**config.mk**
```make
export PLATFORM = sky130hd
export DESIGN_NAME = des_key_sequencer
export DESIGN_NICKNAME = d
export VERILOG_FILES = /design/src/rtl/des_ks_pkg.sv /design/src/rtl/des_keep_select.sv /design/src/rtl/des_pick_select.sv /design/src/rtl/des_half_rotator.sv /design/src/rtl/des_key_sequencer.sv
export SDC_FILE = /design/constraint.sdc
export NUM_CORES = 1
export LEC_CHECK = 0
export BUFFER_PORTS_ARGS = -buffer_cell sky130_fd_sc_hd__clkbuf_2
export CAP_MARGIN = 30
export CORE_MARGIN = 5
export CORE_UTILIZATION = 55
export CTS_CLUSTER_SIZE = 8
export DETAILED_ROUTE_END_ITERATION = 8
export GPL_ROUTABILITY_DRIVEN = 1
export GPL_TIMING_DRIVEN = 0
export PLACE_DENSITY = 0.79
export SYNTH_ARGS = -nofsm -noshare
export SYNTH_HDL_FRONTEND = slang
export SYNTH_HIERARCHICAL = 1
export SYNTH_SLANG_ARGS = --single-unit
```
**constraint.sdc**
```tcl
create_clock -name clk -period 3.65 [get_ports clk]
set_input_delay 0.365 -clock clk [delete_from_list [all_inputs] [get_ports clk]]
set_output_delay 0.365 -clock clk [all_outputs]
set_load 0.02 [all_outputs]
```
**src/rtl/des_ks_pkg.sv**
```systemverilog
package des_ks_pkg;
    localparam int KEY_W  = 64;
    localparam int HALF_W = 28;
    localparam int CD_W   = 2 * HALF_W;
    localparam int RK_W   = 48;
    localparam int ROUNDS = 16;
    localparam int STEP_W = $clog2(ROUNDS);

    // Source bit (1 = most significant key bit) for each of the 56 kept bits.
    localparam int KEEP_MAP [CD_W] = '{
        57, 49, 41, 33, 25, 17,  9,  1, 58, 50, 42, 34, 26, 18,
        10,  2, 59, 51, 43, 35, 27, 19, 11,  3, 60, 52, 44, 36,
        63, 55, 47, 39, 31, 23, 15,  7, 62, 54, 46, 38, 30, 22,
        14,  6, 61, 53, 45, 37, 29, 21, 13,  5, 28, 20, 12,  4
    };

    // Source bit (1 = most significant bit of C|D) for each round-key bit.
    localparam int PICK_MAP [RK_W] = '{
        14, 17, 11, 24,  1,  5,  3, 28, 15,  6, 21, 10,
        23, 19, 12,  4, 26,  8, 16,  7, 27, 20, 13,  2,
        41, 52, 31, 37, 47, 55, 30, 40, 51, 45, 33, 48,
        44, 49, 39, 56, 34, 53, 46, 42, 50, 36, 29, 32
    };

    typedef struct packed {
        logic [CD_W-1:0]   cd;
        logic [STEP_W-1:0] step;
        logic              live;
        logic              rev;
    } ks_state_t;

    // Forward rotate amount before round r (0-based).
    function automatic logic [1:0] fwd_amount(input int unsigned r);
        return (r == 0 || r == 1 || r == 8 || r == ROUNDS - 1) ? 2'd1 : 2'd2;
    endfunction
endpackage

```
**src/rtl/des_keep_select.sv**
```systemverilog
module des_keep_select
    import des_ks_pkg::*;
(
    input  logic [KEY_W-1:0] key,
    output logic [CD_W-1:0]  cd
);
    for (genvar j = 0; j < CD_W; j++) begin : g_keep
        assign cd[CD_W-1-j] = key[KEY_W - KEEP_MAP[j]];
    end
endmodule

```
**src/rtl/des_pick_select.sv**
```systemverilog
module des_pick_select
    import des_ks_pkg::*;
(
    input  logic [CD_W-1:0] cd,
    output logic [RK_W-1:0] rk
);
    for (genvar j = 0; j < RK_W; j++) begin : g_pick
        assign rk[RK_W-1-j] = cd[CD_W - PICK_MAP[j]];
    end
endmodule

```
**src/rtl/des_half_rotator.sv**
```systemverilog
module des_half_rotator #(
    parameter int W = 28
) (
    input  logic [W-1:0] din,
    input  logic [1:0]   amount,
    input  logic         to_right,
    output logic [W-1:0] dout
);
    logic [W-1:0] by1, by2;

    always_comb begin
        if (to_right) begin
            by1 = {din[0], din[W-1:1]};
            by2 = {din[1:0], din[W-1:2]};
        end else begin
            by1 = {din[W-2:0], din[W-1]};
            by2 = {din[W-3:0], din[W-1:W-2]};
        end
        unique case (amount)
            2'd1:    dout = by1;
            2'd2:    dout = by2;
            default: dout = din;
        endcase
    end
endmodule

```
**src/rtl/des_key_sequencer.sv**
```systemverilog
module des_key_sequencer
    import des_ks_pkg::*;
(
    input  logic              clk,
    input  logic              rst_n,
    input  logic              load,
    input  logic [KEY_W-1:0]  key_in,
    input  logic              decrypt,
    input  logic              advance,
    output logic [RK_W-1:0]   round_key,
    output logic [STEP_W-1:0] round_idx,
    output logic              key_valid
);
    localparam logic [STEP_W-1:0] LAST_STEP = STEP_W'(ROUNDS - 1);

    ks_state_t s_q, s_d;

    logic [CD_W-1:0]   kept_cd;
    logic [CD_W-1:0]   rot_src, rot_out;
    logic [1:0]        rot_amt;
    logic              rot_right;
    logic [STEP_W-1:0] next_step;

    des_keep_select u_keep (.key(key_in), .cd(kept_cd));

    assign next_step = s_q.step + 1'b1;

    always_comb begin
        if (load) begin
            rot_src   = kept_cd;
            rot_right = 1'b0;
            rot_amt   = decrypt ? 2'd0 : fwd_amount(0);
        end else begin
            rot_src   = s_q.cd;
            rot_right = s_q.rev;
            rot_amt   = s_q.rev ? fwd_amount(ROUNDS - int'(next_step))
                                : fwd_amount(int'(next_step));
        end
    end

    for (genvar h = 0; h < 2; h++) begin : g_half
        des_half_rotator #(.W(HALF_W)) u_rot (
            .din      (rot_src[h*HALF_W +: HALF_W]),
            .amount   (rot_amt),
            .to_right (rot_right),
            .dout     (rot_out[h*HALF_W +: HALF_W])
        );
    end

    always_comb begin
        s_d = s_q;
        if (load) begin
            s_d.cd   = rot_out;
            s_d.step = '0;
            s_d.live = 1'b1;
            s_d.rev  = decrypt;
        end else if (advance && s_q.live) begin
            if (s_q.step == LAST_STEP) begin
                s_d.live = 1'b0;
            end else begin
                s_d.cd   = rot_out;
                s_d.step = next_step;
            end
        end
    end

    always_ff @(posedge clk) begin
        if (!rst_n) s_q <= '0;
        else        s_q <= s_d;
    end

    des_pick_select u_pick (.cd(s_q.cd), .rk(round_key));

    assign round_idx = s_q.rev ? (LAST_STEP - s_q.step) : s_q.step;
    assign key_valid = s_q.live;


    load_restart_chk: assert property (@(posedge clk) disable iff (!rst_n)
        load |=> key_valid && (round_idx == ($past(decrypt) ? LAST_STEP : '0)));


    step_move_chk: assert property (@(posedge clk) disable iff (!rst_n)
        (advance && !load && key_valid && round_idx != (s_q.rev ? '0 : LAST_STEP))
        |=> key_valid && (round_idx != $past(round_idx)));


    sixteen_end_chk: assert property (@(posedge clk) disable iff (!rst_n)
        (advance && !load && key_valid && s_q.step == LAST_STEP) |=> !key_valid);


    idle_ignore_chk: assert property (@(posedge clk) disable iff (!rst_n)
        (!key_valid && !load) |=> !key_valid && $stable(round_key) && $stable(round_idx));


    hold_chk: assert property (@(posedge clk) disable iff (!rst_n)
        (!advance && !load) |=> $stable(round_key) && $stable(key_valid));


    weight_keep_chk: assert property (@(posedge clk) disable iff (!rst_n)
        (advance && !load) |=> $countones(s_q.cd) == $past($countones(s_q.cd)));
endmodule

```
==> results.py, run 1 <==
metrics = {
    "status": {
        "status": "finished, final reports clean",
    },
    "worst_setup_path": {
        "critPathLaunchType": "register",
        "cp_num_cells": 18,
        "critical_path_class": "reg -> reg",
        "crit_slowest_cell": "sky130_fd_sc_hd__a222oi_1",
        "critical_path_arrival_ns": 3.71,
        "critical_path.endpoint_type": "register",
        "cp_delay_by_family_top": "buffers and inverters",
        "worst_path_largest_cell_delay_ns": 0.38,
        "timing.reg2reg.worst_path_depth": 18,
        "cp_common_cell": "sky130_fd_sc_hd__clkbuf_4",
        "cp_max_fo": 10,
        "rr_startpoint": "s_q[2]$_SDFFE_PP0P_",
        "critPathLaunch": "s_q[2]$_SDFFE_PP0P_",
        "critPathBufInv": 7,
        "path_cells": "clkbuf_4, inv_1, ha_4, nor4b_2, o31ai_2, xor2_1, a222oi_1, buf_4, buf_4, inv_1, ha_1, nor2b_1, clkbuf_4, clkbuf_4, a22oi_1, nand2_1, nand2_1, a21boi_0",
        "required_ns": 3.86,
    },
    "placed_design": {
        "post-dp-hpwl_mm": 11.07,
        "portBuffers": 56,
        "gp_congestion": 0.8266,
        "placed_area_sq_mm": 0.007131,
    },
    "logic_synthesis": {
        "post_syn_area_per_cell_sq_um": 8.271,
        "post_synthesis_cell_area_sq_mm": 0.006666,
        "synth.ff_latch_count": 62,
        "synth_fp_nets": 884,
        "synth_cell_type_count": 42,
        "syn-instance-count": 806,
        "synth_edf_count": 0,
        "postSynth.topFlopCell": "sky130_fd_sc_hd__dfxtp_1",
        "yosysSeqAreaShare_pct": 18.62,
        "postSynth.asyncResetShare_pct": 0,
        "ys.warnings.count": 6,
    },
    "layout": {
        "final_area_sq_mm": 0.007540,
        "mostFrequentLayoutCell": "sky130_fd_sc_hd__nand2_1",
        "drive_above_1_share_pct": 38.52,
        "area_added_between_synthesis_and_finish_pct": 13.10,
        "finish.net_count": 953,
        "final_cell_mix": "sky130_fd_sc_hd__nand2_1, sky130_fd_sc_hd__buf_4, sky130_fd_sc_hd__mux2_2, sky130_fd_sc_hd__mux2_1, sky130_fd_sc_hd__dfxtp_1",
        "antenna_cells_inserted": 0,
    },
    "grt": {
        "grt_first_pass_wirelength_mm": 25.30,
        "antenna_found_initial": 0,
        "grt_start_max_net_pins": 11,
        "first_global_vias": 5177,
        "global_route.usage.total_pct": 20.83,
        "gr-total-overflow": 0,
    },
    "drt": {
        "postRouteAntennaNets": 0,
        "routed_wire_length_per_instance_um": 15.05,
        "detailroute.via_count": 5496,
        "viasPerCell": 5.352,
        "dr.first_iter.drc_count": 438,
        "dr.pass1.iters": 5,
        "post-route-drc-count": 0,
        "detail_route.wirelength_mm": 15.46,
    },
    "sta": {
        "layout_worst_path_cycle_share_pct": 95.78,
        "setup-violations-final": 0,
        "final-max-slew-violation-count": 0,
        "max-slew-margin-rel_pct": 61.09,
        "max_freq_ghz": 0.2860,
        "clock-skew-final_ns": 0.006810,
        "transition_time_at_the_pin_with_the_least_slew_margin_ns": 0.5836,
        "report.final.hold_viol_count": 0,
        "post-route-min-period_ns": 3.496,
    },
    "clock_tree": {
        "ctsRootBufferMaster": "sky130_fd_sc_hd__clkbuf_16",
        "h-tree-depth": 3,
        "clock-sinks": 62,
        "cts.reportedPaths.clkPinSlew_ns": 0.05,
        "maximum_root_to_sink_buffer_count": 2,
        "tritoncts": "done",
        "clock_latency_ns": 0.33,
        "number_of_buffers_added_to_fix_hold_violations_after_cts": 0,
        "cts_made_buffers": 9,
    },
    "power": {
        "leakage_nw": 3.531,
        "share_seq_of_total_power_pct": 29.7,
        "finalPower_w": 0.002557,
        "switching_component_of_the_power_w": 0.0007775,
        "power.combinational.fraction_pct": 32.7,
        "power.switching_fraction_pct": 30.40,
        "cellPowerDensity_mw_per_mm2": 339.2,
        "max-vdd-ir-drop_mv": 0.1550,
        "internal_power_w": 0.001780,
        "clock_power_share_pct": 37.6,
    },
    "floorplanning": {
        "chipHeight_um": 120.1,
        "die_width_um": 120.1,
        "core_sq_mm": 0.01196,
        "design.portCount": 122,
        "fp-row-count": 40,
        "initial_cell_density_of_the_core_pct": 55.73,
        "die-area_sq_mm": 0.01442,
    },
    "run": {
        "drv_cap": 0,
    },
    "hold_path": {
        "min-delay-start": "decrypt",
        "worstHoldPathCells": 3,
        "worst_min_delay_path_category": "in -> reg",
    },
}
==> worst min-delay path, stage by stage <==
cell and delay (ns):
sky130_fd_sc_hd__clkbuf_2 0.11, sky130_fd_sc_hd__a21oi_1 0.08, sky130_fd_sc_hd__nor2b_1 0.10
==> area by class of cell <==
class                   instances  area [sq um]
fillers                      1025          4422
plain buffers                 165          1222
well taps                     147         183.9
repair buffers                 58         295.3
inverters                       9         33.78
multi-input cells             570          4228
clock inverters                 3         65.06
flip-flops and latches         62          1241
clock buffers                  13         270.3
==> through the flow <==
| stage | worst slack (ns) | hold WS, ns | utilization (%) | TNS [ns] | cells |
|---|---|---|---|---|---|
| after detailed placement | -0.1060 | 0.4415 | 59.61 | -2.127 | 1009 |
| after global routing | -0.07651 | 0.4022 | 63.03 | -1.386 | 1027 |
| after floorplan | 0.3967 | 0.4282 | - | 0 | 806 |
| after global placement | -0.07667 | 0.4367 | 59.61 | -1.624 | 1009 |
| final | 0.1541 | 0.3683 | 63.03 | 0 | 1027 |
| after CTS | 0.06679 | 0.3584 | 62.54 | 0 | 1027 |
==> power groups by stage <==
stage / logic [W] / clock network [W] / registers, W
floorplan: 0.000654 / 0 / 0.000765
global placement: 0.000806 / 0 / 0.000771
detailed placement: 0.000815 / 0 / 0.000773
CTS: 0.000824 / 0.000977 / 0.000759
global route: 0.000920 / 0.00101 / 0.000764
finish: 0.000835 / 0.000962 / 0.000759
==> registers in the layout (all words and copies together), names as in the netlist <==
| name | count |
|---|---|
| s_q | 61 |
| key_valid | 1 |
==> cell families after synthesis <==
logic type                 count (synthesis)  synth area share, %
buffers and inverters                    174                18.37
and+or+nand+nor                          255                15.43
adders and majority gates                  9                1.689
muxes                                    170                30.03
AOI/OAI and AO/OA                        128                14.81
DFF                                       62                18.62
xor gates and xnor gates                   8                1.051
==> layer usage <==
metal,global-route usage (%),routed length [um],vias to the layer above
met4,7.588,247,0
met1,30.56,7648,2538
li1,-,-,2797
met2,30.77,6780,147
met3,2.969,785,14
met5,0,0,-
==> worst paths after layout <==
path / end / slack [ns]
worst max register to register: s_q[44]$_SDFFE_PN0P_ / 0.15
worst max-delay path: s_q[44]$_SDFFE_PN0P_ / 0.15
worst min-delay path: s_q[0]$_SDFFE_PN0P_ / 0.37
worst min register to register: s_q[40]$_SDFFE_PN0P_ / 0.44
==> Yosys cell counts (2+ instances only) <==
cell,instances,area share (%)
sky130_fd_sc_hd__nand2b_1,3,0.28
sky130_fd_sc_hd__nor3_1,2,0.15
sky130_fd_sc_hd__mux2_1,68,11
sky130_fd_sc_hd__xor2_1,5,0.66
sky130_fd_sc_hd__a21oi_1,5,0.38
sky130_fd_sc_hd__mux2_4,24,5.4
sky130_fd_sc_hd__nor2b_1,7,0.66
sky130_fd_sc_hd__dfxtp_1,62,19
sky130_fd_sc_hd__a21boi_0,40,4.5
sky130_fd_sc_hd__a21boi_1,16,1.8
sky130_fd_sc_hd__inv_1,8,0.45
sky130_fd_sc_hd__nand4_1,2,0.19
sky130_fd_sc_hd__nor2_1,5,0.28
sky130_fd_sc_hd__buf_2,28,2.1
sky130_fd_sc_hd__xnor2_1,3,0.39
sky130_fd_sc_hd__mux2_2,76,13
sky130_fd_sc_hd__buf_6,13,2.2
sky130_fd_sc_hd__buf_4,108,12
sky130_fd_sc_hd__buf_8,3,0.68
sky130_fd_sc_hd__and2_1,2,0.19
sky130_fd_sc_hd__a22oi_1,56,6.3
sky130_fd_sc_hd__clkbuf_1,12,0.68
sky130_fd_sc_hd__ha_1,9,1.7
sky130_fd_sc_hd__mux2i_1,2,0.30
sky130_fd_sc_hd__nand2_1,230,13
==> timing repair <==
item,in CTS,in global routing
resized for setup,0,22
gates cloned,0,0
hold endpoints to repair,0,0
setup buffers,2,0
endpoints found under the setup margin,46,47
pin swaps,1,1
(Power assumes the default switching activity.)
==> inputs of run 2 (changes only) <==
--- a/config.mk
+++ b/config.mk
@@ -7,7 +7,6 @@
 export LEC_CHECK = 0
 export BUFFER_PORTS_ARGS = -buffer_cell sky130_fd_sc_hd__clkbuf_2
 export CAP_MARGIN = 30
-export CORE_MARGIN = 5
 export CORE_UTILIZATION = 55
 export CTS_CLUSTER_SIZE = 8
 export DETAILED_ROUTE_END_ITERATION = 8
==> constraint.sdc (replaced) <==
create_clock -name clk -period 3.35 [get_ports clk]
set_input_delay 0.335 -clock clk [delete_from_list [all_inputs] [get_ports clk]]
set_output_delay 0.335 -clock clk [all_outputs]
set_load 0.02 [all_outputs]
==> results.py, run 2 (synthesis results as in run 1) <==
metrics = {
    "layout": {
        "final_core_util_pct": 66.88,
        "final_cell_mix": "sky130_fd_sc_hd__nand2_1, sky130_fd_sc_hd__buf_4, sky130_fd_sc_hd__mux2_2, sky130_fd_sc_hd__mux2_1, sky130_fd_sc_hd__dfxtp_1",
        "drive_above_1_share_pct": 41.52,
        "finish.net_count": 970,
        "fillerInstances": 977,
        "area_added_between_synthesis_and_finish_pct": 16.52,
        "mostFrequentLayoutCell": "sky130_fd_sc_hd__nand2_1",
        "antenna_cells_inserted": 0,
        "finalNonFillerCells": 1039,
        "max_reg_flops": 61,
        "largest_register": "s_q",
    },
    "worst_setup_path": {
        "path_cells": "buf_6, clkinvlp_4, ha_4, o211a_1, o31ai_2, xor2_1, a222oi_1, buf_4, buf_4, inv_1, ha_1, nor2b_2, clkdlybuf4s15_2, a22oi_1, nand2_1, nand2_1, a21boi_1",
        "worst_path_largest_cell_delay_ns": 0.35,
        "critical_path_arrival_ns": 3.47,
        "cp_max_fo": 7,
        "timing.reg2reg.worst_path_depth": 17,
        "worstReg2RegEnd": "s_q[32]$_SDFFE_PN0P_",
        "required_ns": 3.57,
        "critical_path.endpoint_type": "register",
        "cp_delay_by_family_top": "compound AO/OA/AOI/OAI gates",
        "reg2reg_setup_slack_ns": 0.1,
        "critical_path_class": "reg -> reg",
        "rr_startpoint": "s_q[2]$_SDFFE_PP0P_",
        "crit_slowest_cell": "sky130_fd_sc_hd__a222oi_1",
        "critPathLaunchType": "register",
        "critPathBufInv": 6,
    },
    "floorplanning": {
        "design.portCount": 122,
        "die-area_sq_mm": 0.01257,
        "chipHeight_um": 112.1,
        "die_width_um": 112.1,
        "core_sq_mm": 0.01161,
        "initial_cell_density_of_the_core_pct": 57.40,
        "fp-row-count": 39,
    },
    "power": {
        "cellPowerDensity_mw_per_mm2": 344.2,
        "max-vdd-ir-drop_mv": 0.1731,
        "finalPower_w": 0.002673,
        "leakage_nw": 3.623,
    },
    "clock_tree": {
        "cts.reportedPaths.clkPinSlew_ns": 0.05,
        "maximum_root_to_sink_buffer_count": 2,
        "h-tree-depth": 3,
        "clock-sinks": 62,
        "cts_made_buffers": 9,
        "number_of_buffers_added_to_fix_hold_violations_after_cts": 0,
        "clock_latency_ns": 0.33,
        "tritoncts": "done",
        "ctsRootBufferMaster": "sky130_fd_sc_hd__clkbuf_16",
    },
    "grt": {
        "gr-total-overflow": 0,
        "grt_start_max_net_pins": 11,
        "grt_first_pass_wirelength_mm": 25.70,
        "first_global_vias": 5126,
        "antenna_found_initial": 0,
        "global_route.usage.total_pct": 24.92,
    },
    "hold_path": {
        "worstHoldPathCells": 3,
        "worst_min_delay_path_category": "in -> reg",
        "worstHoldEndpoint": "s_q[0]$_SDFFE_PN0P_",
        "min-delay-start": "decrypt",
    },
    "sta": {
        "max_freq_ghz": 0.3075,
        "final-max-slew-violation-count": 0,
        "report.final.hold_viol_count": 0,
        "layout_worst_path_cycle_share_pct": 97.06,
        "transition_time_at_the_pin_with_the_least_slew_margin_ns": 0.6210,
        "setup-violations-final": 0,
        "rsz0062_at_grt": "yes",
        "max-slew-margin-rel_pct": 58.60,
        "setup-tns-final_ns": 0,
        "clock-skew-final_ns": 0.005312,
        "post-route-min-period_ns": 3.252,
        "fin_hold_ws_ns": 0.3204,
    },
    "drt": {
        "routed_wire_length_per_instance_um": 15.11,
        "postRouteAntennaNets": 0,
        "dr.first_iter.drc_count": 337,
        "detailroute.via_count": 5632,
        "viasPerCell": 5.421,
        "post-route-drc-count": 10,
        "dr.pass1.iters": 7,
        "detail_route.wirelength_mm": 15.70,
    },
    "placed_design": {
        "place.detailed.instances": 1005,
        "portBuffers": 56,
        "gp_congestion": 0.8486,
        "post-dp-hpwl_mm": 10.75,
    },
    "status": {
        "violations": "design-rule violations",
        "status": "complete, but fails checks",
    },
    "run": {
        "drv_cap": 0,
    },
}
## run 2: per-layer routing
| layer | up-vias | part of all wire (%) | GRT usage (%) |
|---|---|---|---|
| met5 | - | 0 | 0 |
| met4 | 0 | 1.5 | 8.622 |
| met3 | 16 | 4.9 | 3.564 |
| met2 | 158 | 44 | 37.18 |
| met1 | 2624 | 50 | 36.52 |
| li1 | 2834 | - | - |
## run 2: how the worst max path moves through the flow
stage / endpoint / slack [ns] / depth (start not counted) / startpoint
6_report: s_q[32]$_SDFFE_PN0P_ / 0.1 / 17 / s_q[2]$_SDFFE_PP0P_
5_1_grt: s_q[59]$_SDFFE_PN0P_ / -0.03 / 18 / s_q[2]$_SDFFE_PP0P_
4_1_cts: s_q[57]$_SDFFE_PN0P_ / 0.008 / 18 / s_q[2]$_SDFFE_PP0P_
3_5_place_dp: s_q[15]$_SDFFE_PN0P_ / -0.48 / 15 / s_q[2]$_SDFFE_PP0P_
3_3_place_gp: s_q[16]$_SDFFE_PN0P_ / -0.37 / 15 / s_q[2]$_SDFFE_PP0P_
2_1_floorplan: s_q[10]$_SDFFE_PN0P_ / 0.1 / 15 / s_q[2]$_SDFFE_PP0P_
## run 2: cell type report
| type | instances | area [sq um] | area share (%) |
|---|---|---|---|
| Tap cell | 143 | 178.9 | 2.303 |
| Clock buffer | 14 | 264.0 | 3.399 |
| Timing Repair Buffer | 75 | 447.9 | 5.767 |
| Clock inverter | 1 | 5.005 | 0.06443 |
| Inverter | 9 | 37.54 | 0.4832 |
| Multi-Input combinational cell | 570 | 4307 | 55.44 |
| Sequential cell | 62 | 1244 | 16.01 |
| Buffer | 165 | 1284 | 16.53 |
## run 2: repair_timing
item                                    in CTS  in global routing
setup buffers                                2                 14
pin swaps                                    1                  7
resized for setup                            8                 65
endpoints found under the setup margin      56                 49
cloned                                       0                  3
## run 2: worst reg2reg max path: stages, from the launching register on
cell and delay, ns:
sky130_fd_sc_hd__dfxtp_2 0.34, sky130_fd_sc_hd__buf_6 0.13, sky130_fd_sc_hd__clkinvlp_4 0.12, sky130_fd_sc_hd__ha_4 0.27, sky130_fd_sc_hd__o211a_1 0.23, sky130_fd_sc_hd__o31ai_2 0.20
sky130_fd_sc_hd__xor2_1 0.13, sky130_fd_sc_hd__a222oi_1 0.35, sky130_fd_sc_hd__buf_4 0.19, sky130_fd_sc_hd__buf_4 0.10, sky130_fd_sc_hd__inv_1 0.03, sky130_fd_sc_hd__ha_1 0.16
sky130_fd_sc_hd__nor2b_2 0.17, sky130_fd_sc_hd__clkdlybuf4s15_2 0.25, sky130_fd_sc_hd__a22oi_1 0.22, sky130_fd_sc_hd__nand2_1 0.09, sky130_fd_sc_hd__nand2_1 0.08, sky130_fd_sc_hd__a21boi_1 0.07
## run 2: per-stage QoR
step	cell area [sq um]	setup slack [ns]
final	7767	0.09834
after CTS	7438	0.008051
after global placement	7126	-0.3654
after floorplan	6666	0.09674
after detailed placement	7126	-0.4790
after global routing	7767	-0.03494
## run 2: report_power, final
part	switching [W]	internal [W]	leakage, nW
sequential	0.0000376	0.000791	0.507
clock	0.000324	0.000536	0.133
combinational	0.000503	0.000481	2.98
total	0.000865	0.00181	3.62
